**config.mk**
```make
export PLATFORM = sky130hd
export DESIGN_NAME = pool_deplete_mon
export DESIGN_NICKNAME = d
export VERILOG_FILES = /design/src/rtl/pdm_pkg.sv /design/src/rtl/pdm_counter.sv /design/src/rtl/pdm_hyst.sv /design/src/rtl/pool_deplete_mon.sv
export SDC_FILE = /design/constraint.sdc
export NUM_CORES = 1
export LEC_CHECK = 0
export ABC_AREA = 1
export BUFFER_PORTS_ARGS = -buffer_cell sky130_fd_sc_hd__buf_2
export CAP_MARGIN = 20
export CORE_MARGIN = 8
export CORE_UTILIZATION = 58
export CTS_CLUSTER_DIAMETER = 80
export DETAILED_ROUTE_END_ITERATION = 7
export PLACE_DENSITY = 0.92
export SYNTH_ARGS = -nofsm -noshare
export SYNTH_HDL_FRONTEND = slang
export SYNTH_HIERARCHICAL = 1
export SYNTH_SLANG_ARGS = --single-unit
export TNS_END_PERCENT = 20
```
**constraint.sdc**
```tcl
create_clock -name clk -period 5.95 [get_ports clk]
set_input_delay 0.595 -clock clk [delete_from_list [all_inputs] [get_ports clk]]
set_output_delay 0.595 -clock clk [all_outputs]
set_load 0.03 [all_outputs]
```
**src/rtl/pdm_pkg.sv**
```systemverilog
package pdm_pkg;
  localparam int NUM_STATES = 2;

  typedef enum logic [0:0] {
    ST_SW = 1'b0,
    ST_HW = 1'b1
  } state_idx_e;

  typedef enum logic [1:0] {
    EV_NONE  = 2'b00,
    EV_DEC   = 2'b01,
    EV_INC   = 2'b10,
    EV_UNDER = 2'b11
  } count_ev_e;
endpackage

```
**src/rtl/pdm_counter.sv**
```systemverilog
module pdm_counter #(
  parameter int CNT_W      = 16,
  parameter int INIT_COUNT = 0
) (
  input  logic             clk,
  input  logic             rst_n,
  input  logic             acq_i,
  input  logic             rel_i,
  output logic [CNT_W-1:0] count_q,
  output logic [CNT_W-1:0] count_d,
  output logic             update,
  output logic             underflow_q
);
  import pdm_pkg::*;

  localparam logic [CNT_W-1:0] CNT_MAX   = {CNT_W{1'b1}};
  localparam logic [CNT_W-1:0] CNT_ZERO  = '0;
  localparam logic [CNT_W-1:0] CNT_ONE   = CNT_W'(1);
  localparam logic [CNT_W-1:0] CNT_RESET = CNT_W'(INIT_COUNT);

  count_ev_e ev;
  logic      underflow_d;
  logic      cnt_en;

  // classify the strobe pair for this cycle
  always_comb begin
    ev = EV_NONE;
    if (acq_i && !rel_i) begin
      if (count_q == CNT_ZERO) ev = EV_UNDER;
      else                     ev = EV_DEC;
    end else if (rel_i && !acq_i) begin
      if (count_q != CNT_MAX)  ev = EV_INC;
    end
  end

  always_comb begin
    count_d     = count_q;
    update      = 1'b0;
    underflow_d = 1'b0;
    case (ev)
      EV_DEC: begin
        count_d = count_q - CNT_ONE;
        update  = 1'b1;
      end
      EV_INC: begin
        count_d = count_q + CNT_ONE;
        update  = 1'b1;
      end
      EV_UNDER: underflow_d = 1'b1;
      default: ;
    endcase
  end

  assign cnt_en = update;

  always_ff @(posedge clk or negedge rst_n) begin
    if (!rst_n) begin
      count_q <= CNT_RESET;
    end else if (cnt_en) begin
      count_q <= count_d;
    end
  end

  always_ff @(posedge clk or negedge rst_n) begin
    if (!rst_n) begin
      underflow_q <= 1'b0;
    end else begin
      underflow_q <= underflow_d;
    end
  end
endmodule

```
**src/rtl/pdm_hyst.sv**
```systemverilog
module pdm_hyst #(
  parameter int CNT_W = 16
) (
  input  logic             clk,
  input  logic             rst_n,
  input  logic             update,
  input  logic [CNT_W-1:0] count_d,
  input  logic [CNT_W-1:0] enter_th,
  input  logic [CNT_W-1:0] exit_th,
  output logic             flag_q,
  output logic             enter_pulse_q,
  output logic             exit_pulse_q
);
  localparam logic [CNT_W-1:0] TH_ZERO = '0;

  logic disabled;
  logic below_enter;
  logic above_exit;
  logic flag_d;
  logic enter_d;
  logic exit_d;

  assign disabled    = (enter_th == TH_ZERO) && (exit_th == TH_ZERO);
  assign below_enter = count_d < enter_th;
  assign above_exit  = count_d > exit_th;

  always_comb begin
    flag_d = flag_q;
    if (update) begin
      if (disabled)                  flag_d = 1'b0;
      else if (!flag_q && below_enter) flag_d = 1'b1;
      else if (flag_q && above_exit)   flag_d = 1'b0;
    end
  end

  assign enter_d = flag_d & ~flag_q;
  assign exit_d  = flag_q & ~flag_d;

  always_ff @(posedge clk or negedge rst_n) begin
    if (!rst_n) begin
      flag_q <= 1'b0;
    end else if (update) begin
      flag_q <= flag_d;
    end
  end

  always_ff @(posedge clk or negedge rst_n) begin
    if (!rst_n) begin
      enter_pulse_q <= 1'b0;
      exit_pulse_q  <= 1'b0;
    end else begin
      enter_pulse_q <= enter_d;
      exit_pulse_q  <= exit_d;
    end
  end
endmodule

```
**src/rtl/pool_deplete_mon.sv**
```systemverilog
module pool_deplete_mon #(
  parameter int CNT_W      = 16,
  parameter int INIT_COUNT = 0
) (
  input  logic             clk,
  input  logic             rst_n,
  input  logic             acq_i,
  input  logic             rel_i,
  input  logic [CNT_W-1:0] sw_enter_th_i,
  input  logic [CNT_W-1:0] sw_exit_th_i,
  input  logic [CNT_W-1:0] hw_enter_th_i,
  input  logic [CNT_W-1:0] hw_exit_th_i,
  output logic [CNT_W-1:0] count_o,
  output logic             sw_depleted_o,
  output logic             pushback_o,
  output logic             sw_replenish_o,
  output logic             sw_exit_o,
  output logic             hw_enter_o,
  output logic             hw_exit_o,
  output logic             underflow_o
);
  import pdm_pkg::*;

  logic [CNT_W-1:0] count_d;
  logic             update;

  logic [CNT_W-1:0] enter_th [NUM_STATES];
  logic [CNT_W-1:0] exit_th  [NUM_STATES];
  logic [NUM_STATES-1:0] flag;
  logic [NUM_STATES-1:0] enter_p;
  logic [NUM_STATES-1:0] exit_p;

  assign enter_th[ST_SW] = sw_enter_th_i;
  assign exit_th[ST_SW]  = sw_exit_th_i;
  assign enter_th[ST_HW] = hw_enter_th_i;
  assign exit_th[ST_HW]  = hw_exit_th_i;

  pdm_counter #(
    .CNT_W      (CNT_W),
    .INIT_COUNT (INIT_COUNT)
  ) u_counter (
    .clk         (clk),
    .rst_n       (rst_n),
    .acq_i       (acq_i),
    .rel_i       (rel_i),
    .count_q     (count_o),
    .count_d     (count_d),
    .update      (update),
    .underflow_q (underflow_o)
  );

  for (genvar g = 0; g < NUM_STATES; g++) begin : g_state
    pdm_hyst #(
      .CNT_W (CNT_W)
    ) u_hyst (
      .clk           (clk),
      .rst_n         (rst_n),
      .update        (update),
      .count_d       (count_d),
      .enter_th      (enter_th[g]),
      .exit_th       (exit_th[g]),
      .flag_q        (flag[g]),
      .enter_pulse_q (enter_p[g]),
      .exit_pulse_q  (exit_p[g])
    );
  end

  assign sw_depleted_o  = flag[ST_SW];
  assign pushback_o     = flag[ST_HW];
  assign sw_replenish_o = enter_p[ST_SW];
  assign sw_exit_o      = exit_p[ST_SW];
  assign hw_enter_o     = enter_p[ST_HW];
  assign hw_exit_o      = exit_p[ST_HW];
endmodule

```
==> out/qor.yml, run 1 <==
timing:
  fmax_ghz: 0.204
  hold_violations: 0
  timing_worst_slew_pin_value_ns: 0.840
  skew_ns: 0.00529
  drv_slew: 0
  slew_headroom_pct: 43.4
  fin_crit_sh_pct: 82.5
  rsz0062_at_grt: "no"
  setup_slack_ns: 1.04
  finalCriticalPeriod_ns: 4.91
  fin_setup_tns_ns: 0
  holdWs_ns: 0.292
  setup_violations: 0
critical_path:
  worstSetupStartpointType: "flip-flop"
  worstPathArrival_ns: 5.08
  cp_common_cell: "nand2_1"
  critPathCaptureType: "flip-flop"
  cp_top_family: "compound AO/OA/AOI/OAI gates"
  r2r_cells: 23
  required_ns: 6.12
  path_depth: 23
  critical_path.max_fanout: 25
  critPathBufInv: 2
  slowest_delay_ns: 0.78
  cp_slowest_cell: "ha_1"
  critical_path_class: "reg2reg"
  crit_chain: "nand2_1 > nor2_1 > nand2_1 > o21ai_2 > o21ai_0 > ha_1 > inv_1 > o21ai_0 > ha_1 > nand2_1 > inv_1 > nand2_1 > nand2_1 > nand2_1 > nand2_1 > nand2_1 > nand2_1 > nand2_1 > nand2_1 > nand2_1 > nand2_2 > nand2_2 > nor2_2"
die:
  die_w_um: 97.1
  core_area_mm2: 0.00635
  ioPinCount: 91
  initial_core_util_pct: 60.1
  dieArea_mm2: 0.00943
  die_h_um: 97.1
  num_rows: 29
synth:
  synthAdderAreaFrac_pct: 21.3
  synthArstFlopShare_pct: 100
  synth.area.mux_share_pct: 0
  ys.flop_type: "dfrtp_1"
  synth.top_cell.area_share_pct: 21.3
  synth_compound_area_share_pct: 10.2
  synth_edf_count: 0
  synth_largest_area_cell: "ha_1"
  yosys_warnings: 6
  syn_inst: 601
  ys_seq_area_share_pct: 15.1
  yosys.area_share.simple_pct: 37.7
  syn_avg_cell_area_um2: 6.35
  synth_fp_nets: 734
  synth.area.top_cells: "ha_1, nand2_1, dfrtp_1"
  ys_types: 38
  synth_area_mm2: 0.00382
  ys_ff_latch: 23
  synth_top_family_by_area: "simple AND/OR/NAND/NOR gates"
  synthXorXnorAreaFrac_pct: 2.29
global_routing:
  grt_max_degree: 26
  antenna_found_initial: 0
  grt_pass1_wl_um: 18600
  grtUsageTotal_pct: 22.8
  grt_pass1_vias: 4298
  grt.overflow.total: 0
place:
  port_buffers: 90
  place_congestion: 0.962
  dp.cells: 762
  dp.final_hpwl_um: 9520
  pre_cts_ws_ns: 1.17
power_and_ir_drop:
  power.total_mw: 2.04
  internal-power_mw: 0.825
  power_frac_clock_pct: 5.0
  power.density_mw_per_mm2: 469
  power.switching_mw: 1.22
  p_sw_share_pct: 59.6
  peakVddDrop_mv: 0.295
  pwr-share-seq_pct: 16.7
  combPwrFrac_pct: 78.3
  leakage_nw: 2.67
layout:
  final_common_cell: "nand2_1"
  final_layout_size_suffix_gt1_share_pct: 20.0
  fillers: 551
  nNetsFinal: 823
  final_cell_count_no_fill: 766
  n_antenna_cell: 0
  final_cell_mix: "nand2_1, inv_1, buf_2"
  area_delta_synth_final_pct: 14.1
clocking:
  clockRootBuffer: "clkbuf_8"
  clock_latency_ns: 0.27
  clock_sinks: 23
  cts_resized: 0
  holdBufCountCts: 0
  path_clk_slew_ns: 0.09
  clock_path_buffers: 2
  htree_levels: 1
  cts_tree: "built"
  cts_buffers: 3
  cts_setup_buffers: 0
detailed_routing:
  avgRoutedWirePerCell_um: 14.6
  drt_first_pass_iters: 4
  postRouteAntennaNets: 0
  wl_um: 11200
  drc: 0
  route.vias.total: 4245
  dr.first_iter.drc_count: 196
  via_per_inst: 5.54
status:
  status: "finished, final reports clean"
flow_run:
  maxCapViolations: 0
worst_hold_path:
  hp-class: "in2async"
[layer usage]
| metal | vias up | global-route usage (%) | share of wire [%] |
|---|---|---|---|
| li1 | 2110 | - | - |
| met1 | 1962 | 25.5 | 42 |
| met2 | 147 | 41.8 | 50 |
| met3 | 26 | 2.56 | 5.0 |
| met4 | 0 | 10.5 | 3.1 |
| met5 | - | 0 | 0 |
[layout make-up]
type / instances / area (um^2) / share of cell area (%)
Clock inverter: 1 / 5.00 / 0.115
Tap cell: 77 / 96.3 / 2.21
Sequential cell: 23 / 576 / 13.2
Multi-Input combinational cell: 452 / 2730 / 62.6
Timing Repair Buffer: 92 / 465 / 10.7
Clock buffer: 3 / 41.3 / 0.948
Inverter: 118 / 443 / 10.2
[cells in the mapped netlist, types with 2 or more instances]
cell type and number:
dfrtp_1 23, nor3_2 2, nand2_4 3, buf_2 2, inv_2 2, a21oi_1 26, nand4_1 12, buf_6 3
a21oi_2 3, o21a_1 2, nand3_2 4, and2_1 2, nand3b_1 2, xor2_1 10, o21bai_1 2, nor2_1 45
ha_1 65, a21boi_1 2, inv_1 115, nand2_1 158, o21ai_1 5, nand2_2 18, nor2_2 6, nand3_1 42
nor4_1 15, o21ai_0 19, a21o_1 2
[registers in the layout, summed over array words and instances (netlist names)]
| name | count |
|---|---|
| u_counter/count_q | 16 |
| g_state.u_hyst/flag_q | 2 |
| g_state.u_hyst/enter_pulse_q | 2 |
| u_counter/underflow_q | 1 |
| g_state.u_hyst/exit_pulse_q | 2 |
[power by group through the flow]
stage	Combinational [mW]	Clock [mW]	Sequential (mW)
after floorplan	1.04	0	0.456
after global placement	1.52	0	0.338
after detailed placement	1.57	0	0.344
after CTS	1.58	0.104	0.340
after global routing	1.80	0.110	0.355
final	1.60	0.102	0.341
[metrics by stage]
stage	cell area, um^2	util (%)
6_report	4350	68.6
3_3_place_gp	4310	67.8
4_1_cts	4350	68.6
5_1_grt	4350	68.6
2_1_floorplan	3820	-
3_5_place_dp	4310	67.8
[cell families after synthesis]
logic type,count (synthesis)
flops,23
compound gates,66
simple gates,311
buf+inv,126
fa+ha+maj,65
xor+xnor,10
[worst paths after layout]
path                       slack, ns                                  from                                        end
max                             1.04      u_counter/count_q[7]$_DFFE_PN0N_   g_state[1].u_hyst/exit_pulse_q$_DFF_PN0_
min                             0.29                                 rst_n          u_counter/count_q[14]$_DFFE_PN0N_
max reg2reg                     1.04      u_counter/count_q[7]$_DFFE_PN0N_   g_state[1].u_hyst/exit_pulse_q$_DFF_PN0_
min reg2reg                     0.54  g_state[1].u_hyst/flag_q$_DFFE_PN0P_  g_state[1].u_hyst/enter_pulse_q$_DFF_PN0_
max in group asynchronous       5.29                                 rst_n           u_counter/count_q[9]$_DFFE_PN0N_
min in group clk                0.54  g_state[1].u_hyst/flag_q$_DFFE_PN0P_  g_state[1].u_hyst/enter_pulse_q$_DFF_PN0_
No activity file was read; power rests on OpenSTA's default activity.
==> inputs of run 2 (changes only) <==
--- a/config.mk
+++ b/config.mk
@@ -9,10 +9,10 @@
 export BUFFER_PORTS_ARGS = -buffer_cell sky130_fd_sc_hd__buf_2
 export CAP_MARGIN = 20
 export CORE_MARGIN = 8
-export CORE_UTILIZATION = 58
+export CORE_UTILIZATION = 56
 export CTS_CLUSTER_DIAMETER = 80
 export DETAILED_ROUTE_END_ITERATION = 7
-export PLACE_DENSITY = 0.92
+export PLACE_DENSITY = 0.9
 export SYNTH_ARGS = -nofsm -noshare
 export SYNTH_HDL_FRONTEND = slang
 export SYNTH_HIERARCHICAL = 1
==> constraint.sdc (replaced) <==
create_clock -name clk -period 4.7 [get_ports clk]
set_input_delay 0.47 -clock clk [delete_from_list [all_inputs] [get_ports clk]]
set_output_delay 0.47 -clock clk [all_outputs]
set_load 0.03 [all_outputs]
==> run 2 against run 1 <==
Cell count rose by 0.65%. Clock-buffer cell count did not move. Clock power rose by 21%. Via count fell by 0.90%. Critical path depth fell by 1.
==> out/qor.yml, run 2 (synthesis results as in run 1) <==
status:
  status: "finished, final reports clean"
timing:
  skew_ns: 0.00619  # +0.000895 ns
  finalCriticalPeriod_ns: 4.11  # -0.795 ns
  timing_worst_slew_pin_value_ns: 0.893  # +0.0526 ns
  hold_violations: 0  # unchanged
  fin_crit_sh_pct: 87.5  # +5.0 points
  fmax_ghz: 0.243  # +19%
  fin_setup_tns_ns: 0  # unchanged
  drv_slew: 0  # unchanged
  slew_headroom_pct: 39.9  # -3.5 points
  rsz0062_at_grt: "no"
  setup_slack_ns: 0.589  # -0.455 ns
  setup_violations: 0  # unchanged
global_routing:
  grt_max_degree: 26  # unchanged
  antenna_found_initial: 0  # unchanged
  grt_pass1_wl_um: 18900  # +1.5%
  grtUsageTotal_pct: 23.0  # +0.16 points
  grt.overflow.total: 0  # unchanged
  grt_pass1_vias: 4268  # -0.70%
clocking:
  holdBufCountCts: 0  # unchanged
  clockRootBuffer: "clkbuf_8"
  clock_latency_ns: 0.27  # about the same
  path_clk_slew_ns: 0.08  # about the same
  clock_path_buffers: 2  # unchanged
  cts_tree: "built"
  htree_levels: 1  # unchanged
  clock_sinks: 23  # unchanged
  cts_setup_buffers: 0  # unchanged
  cts_resized: 0  # unchanged
  cts_buffers: 3  # unchanged
die:
  core_area_mm2: 0.00668  # +5.2%
  dieArea_mm2: 0.00972  # +3.0%
  die_w_um: 98.6  # +1.5%
  num_rows: 30  # +3.4%
  initial_core_util_pct: 57.1  # -3.0 points
  ioPinCount: 91  # unchanged
  die_h_um: 98.6  # +1.5%
power_and_ir_drop:
  combPwrFrac_pct: 78.5  # +0.2 points
  power.density_mw_per_mm2: 596  # +27%
  peakVddDrop_mv: 0.218  # -26%
  pwr-share-seq_pct: 16.7  # about the same
  p_sw_share_pct: 59.8  # +0.22 points
  power_frac_clock_pct: 4.7  # -0.3 points
  leakage_nw: 2.68  # +0.35%
  internal-power_mw: 1.05  # +27%
  power.switching_mw: 1.56  # +28%
place:
  dp.final_hpwl_um: 9450  # -0.69%
  pre_cts_ws_ns: 0.697  # -0.472 ns
  place_congestion: 0.946  # -1.7%
  dp.cells: 767  # +0.66%
  port_buffers: 90  # unchanged
layout:
  n_antenna_cell: 0  # unchanged
  final_layout_size_suffix_gt1_share_pct: 20.3  # +0.23 points
  top_register: "u_counter/count_q"
  final_common_cell: "nand2_1"
  final_cell_count_no_fill: 771  # +0.65%
  final_cell_mix: "nand2_1, inv_1, buf_2"
  fillers: 599  # +8.7%
  nNetsFinal: 825  # +0.24%
  largest_reg_flops: 16  # unchanged
  area_delta_synth_final_pct: 14.6
flow_run:
  maxCapViolations: 0  # unchanged
critical_path:
  critical_path.max_fanout: 25  # unchanged
  worstPathArrival_ns: 4.28  # -0.80 ns
  critical_path.startpoint: "u_counter/count_q[4]$_DFFE_PN0N_"
  rrSetupSlack_ns: 0.59  # -0.46 ns
  critPathCaptureType: "flip-flop"
  critical_path_class: "reg2reg"
  worstSetupStartpointType: "flip-flop"
  required_ns: 4.87  # -1.25 ns
  r2r_start: "u_counter/count_q[4]$_DFFE_PN0N_"
  crit_chain: "nand2_1 > nor2_1 > nand2_1 > o21ai_2 > buf_4 > o21ai_0 > ha_1 > buf_4 > inv_1 > o21ai_0 > ha_1 > a21o_1 > nor2_1 > nand2_1 > nand2_1 > nand2_1 > nand2_1 > nand2_1 > nand2_1 > nand2_2 > nand2_2 > nor2_2"
  cp_slowest_cell: "o21ai_0"
  slowest_delay_ns: 0.75  # -0.03 ns
  cp_common_cell: "nand2_1"
detailed_routing:
  drc: 0  # unchanged
  avgRoutedWirePerCell_um: 14.4  # -1.4%
  wl_um: 11100  # -0.73%
  via_per_inst: 5.46  # -1.5%
  dr.first_iter.drc_count: 280  # +43%
  route.vias.total: 4207  # -0.90%
  drt_first_pass_iters: 5  # +1
  postRouteAntennaNets: 0  # unchanged
worst_hold_path:
  hp-class: "in2async"
## run 2: cell count changes in the layout (fill, tap and decap cells not counted), sizes merged
| cell | change |
|---|---|
| buf | +2 |
## run 2: path summary, 6_finish.rpt
check,cells past startpoint,end
setup reg to reg,22,g_state[0].u_hyst/exit_pulse_q$_DFF_PN0_
setup / recovery,22,g_state[0].u_hyst/exit_pulse_q$_DFF_PN0_
min in group clk,1,g_state[0].u_hyst/enter_pulse_q$_DFF_PN0_
hold reg to reg,1,g_state[0].u_hyst/enter_pulse_q$_DFF_PN0_
hold / removal,1,u_counter/underflow_q$_DFF_PN0_
max in group asynchronous,1,u_counter/count_q[3]$_DFFE_PN0N_
## run 2: stage by stage
step | hold slack (ns) | instance area, um^2 | utilization, % | power (mW)
finish | 0.161 | 4370 | 65.4 | 2.61
global route | 0.199 | 4370 | 65.4 | 2.88
CTS | 0.172 | 4370 | 65.4 | 2.58
detailed placement | 0.468 | 4330 | 64.8 | 2.44
global placement | 0.462 | 4330 | 64.8 | 2.37
floorplan | 0.174 | 3820 | - | 1.90
## run 2: area by class of cell
cell class | instances | area [um^2] | share of cell area [%]
well taps | 80 | 100 | 2.29
flip-flops and latches | 23 | 576 | 13.2
inverters | 118 | 443 | 10.1
clock inverters | 1 | 5.00 | 0.114
repair buffers | 94 | 480 | 11.0
multi-input cells | 452 | 2730 | 62.4
clock buffers | 3 | 41.3 | 0.944
## run 2: critical path: cells and delay by family (launching register included)
kind	cells	cell delay [ns]
AO/OA/AOI/OAI	4	1.18
adder cells (fa/ha/maj)	2	0.65
buffers and inverters	3	0.76
flip-flops	1	0.49
AND/OR/NAND/NOR	13	0.95
## run 2: per-layer routing
metal	vias up	wire, um	GRT usage [%]
li1	2115	-	-
met1	1898	4560	25.8
met2	167	5620	42.7
met3	27	609	2.54
met4	0	321	9.45
met5	-	0	0
## run 2: power by group through the flow
stage          combinational (mW)  sequential (mW)  clock, mW
3_3_place_gp                 1.94            0.434          0
3_5_place_dp                 2.01            0.437          0
5_1_grt                      2.29            0.454      0.134
2_1_floorplan                1.32            0.578          0
6_report                     2.05            0.436      0.123
4_1_cts                      2.02            0.433      0.126
==> inputs of run 3 (changes only) <==
--- a/config.mk
+++ b/config.mk
@@ -9,10 +9,10 @@
 export BUFFER_PORTS_ARGS = -buffer_cell sky130_fd_sc_hd__buf_2
 export CAP_MARGIN = 20
 export CORE_MARGIN = 8
-export CORE_UTILIZATION = 56
+export CORE_UTILIZATION = 58
 export CTS_CLUSTER_DIAMETER = 80
 export DETAILED_ROUTE_END_ITERATION = 7
-export PLACE_DENSITY = 0.9
+export PLACE_DENSITY = 0.92
 export SYNTH_ARGS = -nofsm -noshare
 export SYNTH_HDL_FRONTEND = slang
 export SYNTH_HIERARCHICAL = 1
==> constraint.sdc (replaced) <==
create_clock -name clk -period 4.89 [get_ports clk]
set_input_delay 0.489 -clock clk [delete_from_list [all_inputs] [get_ports clk]]
set_output_delay 0.489 -clock clk [all_outputs]
set_load 0.03 [all_outputs]
==> run 3 against run 2 <==
Critical path depth rose by 1. Cell count down 0.39%. Clock skew shrank 0.0035 ns. Die area is 2.9% lower. Global-route usage increased by 1.2 points. Wire length is 4.0% higher. Combinational power down 4%. Utilization rose by 3.4 points. Cell area about the same. Largest cell class unchanged.
==> out/qor.yml, run 3 (synthesis results as in run 1) <==
layout:
  area_delta_synth_final_pct: 14.5  # about the same
  top_register: "u_counter/count_q"
  final_common_cell: "nand2_1"
  fin_area_mm2: 0.00437  # about the same
  final_cell_mix: "nand2_1, inv_1, buf_2"
  seq_area_um2: 576  # unchanged
  n_antenna_cell: 0  # unchanged
  multi_input_area_mm2: 0.00273  # unchanged
  largest_reg_flops: 16  # unchanged
  final_layout_size_suffix_gt1_share_pct: 20.3  # unchanged
  nNetsFinal: 825  # unchanged
  fillers: 555  # -7.3%
timing:
  fin_crit_sh_pct: 80.8  # -6.7 points
  fmax_ghz: 0.253  # +4.1%
  setup_violations: 0  # unchanged
  finalCriticalPeriod_ns: 3.95  # -0.162 ns
  fin_setup_tns_ns: 0  # unchanged
  rsz0062_at_grt: "no"
  slew_headroom_pct: 49.6  # +9.7 points
  drv_slew: 0  # unchanged
  hold_violations: 0  # unchanged
  timing_worst_slew_pin_value_ns: 0.748  # -0.145 ns
  skew_ns: 0.00271  # -0.00347 ns
worst_hold_path:
  hp-class: "in2async"
power_and_ir_drop:
  power.density_mw_per_mm2: 574  # -3.8%
  power.total_mw: 2.51  # -3.9%
  leakage_nw: 2.68  # about the same
  peakVddDrop_mv: 0.369  # +70%
detailed_routing:
  wl_um: 11600  # +4.0%
  drt_first_pass_iters: 5  # unchanged
  via_per_inst: 5.63  # +3.2%
  postRouteAntennaNets: 0  # unchanged
  dr.first_iter.drc_count: 232  # -17%
  route.vias.total: 4325  # +2.8%
  drc: 0  # unchanged
  avgRoutedWirePerCell_um: 15.1  # +4.4%
critical_path:
  r2r_start: "u_counter/count_q[1]$_DFFE_PN0N_"
  cp_slowest_cell: "inv_1"
  crit_chain: "inv_1 > nand3_1 > nor4_1 > nand2_1 > o21ai_0 > ha_1 > inv_1 > o21ai_0 > ha_1 > nand2_1 > inv_1 > nand2_1 > nand2_1 > nand2_1 > nand2_1 > nand2_1 > nand2_1 > nand2_1 > nand2_1 > nand2_1 > nand2_2 > nand2_2 > nor2_2"
  worstSetupStartpointType: "flip-flop"
  critPathCaptureType: "flip-flop"
  cp_common_cell: "nand2_1"
  critical_path_class: "reg2reg"
  slowest_delay_ns: 0.45  # -0.30 ns
  cp_top_family: "simple AND/OR/NAND/NOR gates"
  critPathBufInv: 3  # unchanged
  critical_path.startpoint: "u_counter/count_q[1]$_DFFE_PN0N_"
  critical_path.max_fanout: 19  # -24%
  required_ns: 5.07  # +0.20 ns
  worstPathArrival_ns: 4.13  # -0.15 ns
clocking:
  clockRootBuffer: "clkbuf_8"
  cts_resized: 0  # unchanged
  cts_tree: "built"
  clock_path_buffers: 2  # unchanged
  clock_latency_ns: 0.27  # about the same
  clock_sinks: 23  # unchanged
  path_clk_slew_ns: 0.09  # about the same
  htree_levels: 1  # unchanged
  holdBufCountCts: 0  # unchanged
  cts_buffers: 3  # unchanged
  cts_setup_buffers: 0  # unchanged
die:
  ioPinCount: 91  # unchanged
  die_w_um: 97.1  # -1.5%
  num_rows: 29  # -3.3%
  dieArea_mm2: 0.00943  # -2.9%
  core_area_mm2: 0.00635  # -5.0%
  initial_core_util_pct: 60.1  # +3.0 points
  die_h_um: 97.1  # -1.5%
place:
  port_buffers: 90  # unchanged
  dp.final_hpwl_um: 9820  # +3.9%
  place_congestion: 1.04  # +9.5%
  placed_cell_area_mm2: 0.00432  # about the same
global_routing:
  antenna_found_initial: 0  # unchanged
  grt_max_degree: 24  # -7.7%
  grt_pass1_vias: 4523  # +6.0%
  grt.overflow.total: 0  # unchanged
  grtUsageTotal_pct: 24.2  # +1.2 points
  grt_pass1_wl_um: 19500  # +3.2%
status:
  status: "finished, final reports clean"
flow_run:
  maxCapViolations: 0  # unchanged
run 3: cell counts in the layout (fill, tap and decap cells not counted):
No cell type changed its count.
run 3: cell type report:
type / count / share of cell area (%)
multi-input combinational: 452 / 62.4
sequential: 23 / 13.2
timing repair buffer: 94 / 11.0
inverter: 118 / 10.1
tap: 77 / 2.21
clock buffer: 3 / 0.945
clock inverter: 1 / 0.115
run 3: layer usage:
metal / vias to the layer above / part of all wire, % / GRT usage (%) / routed length (um)
li1: 2118 / - / - / -
met1: 1965 / 40 / 25.4 / 4600
met2: 189 / 49 / 44.3 / 5630
met3: 53 / 6.0 / 2.84 / 696
met4: 0 / 5.4 / 15.9 / 628
met5: - / 0 / 0 / 0
run 3: report_power, final:
| group | leakage (nW) | total [mW] | internal, mW | switching (mW) |
|---|---|---|---|---|
| clock | 0.0255 | 0.126 | 0.0571 | 0.0689 |
| sequential | 0.286 | 0.418 | 0.276 | 0.142 |
| combinational | 2.37 | 1.96 | 0.676 | 1.29 |
run 3: final timing paths:
path / to / slack [ns] / cells past startpoint
max: g_state[1].u_hyst/exit_pulse_q$_DFF_PN0_ / 0.94 / 23
min: u_counter/underflow_q$_DFF_PN0_ / 0.19 / 1
max reg2reg: g_state[1].u_hyst/exit_pulse_q$_DFF_PN0_ / 0.94 / 23
min reg2reg: g_state[1].u_hyst/enter_pulse_q$_DFF_PN0_ / 0.55 / 1
max in group asynchronous: u_counter/count_q[1]$_DFFE_PN0N_ / 4.32 / 1
min in group clk: g_state[1].u_hyst/enter_pulse_q$_DFF_PN0_ / 0.55 / 1
run 3: metrics by stage:
stage | instances | hold slack (ns) | setup WS (ns) | utilization, %
2_1_floorplan | 601 | 0.193 | 0.907 | -
3_3_place_gp | 764 | 0.504 | 0.963 | 68.1
3_5_place_dp | 764 | 0.516 | 0.953 | 68.1
4_1_cts | 768 | 0.215 | 0.926 | 68.8
5_1_grt | 768 | 0.240 | 0.483 | 68.8
6_report | 768 | 0.193 | 0.941 | 68.8
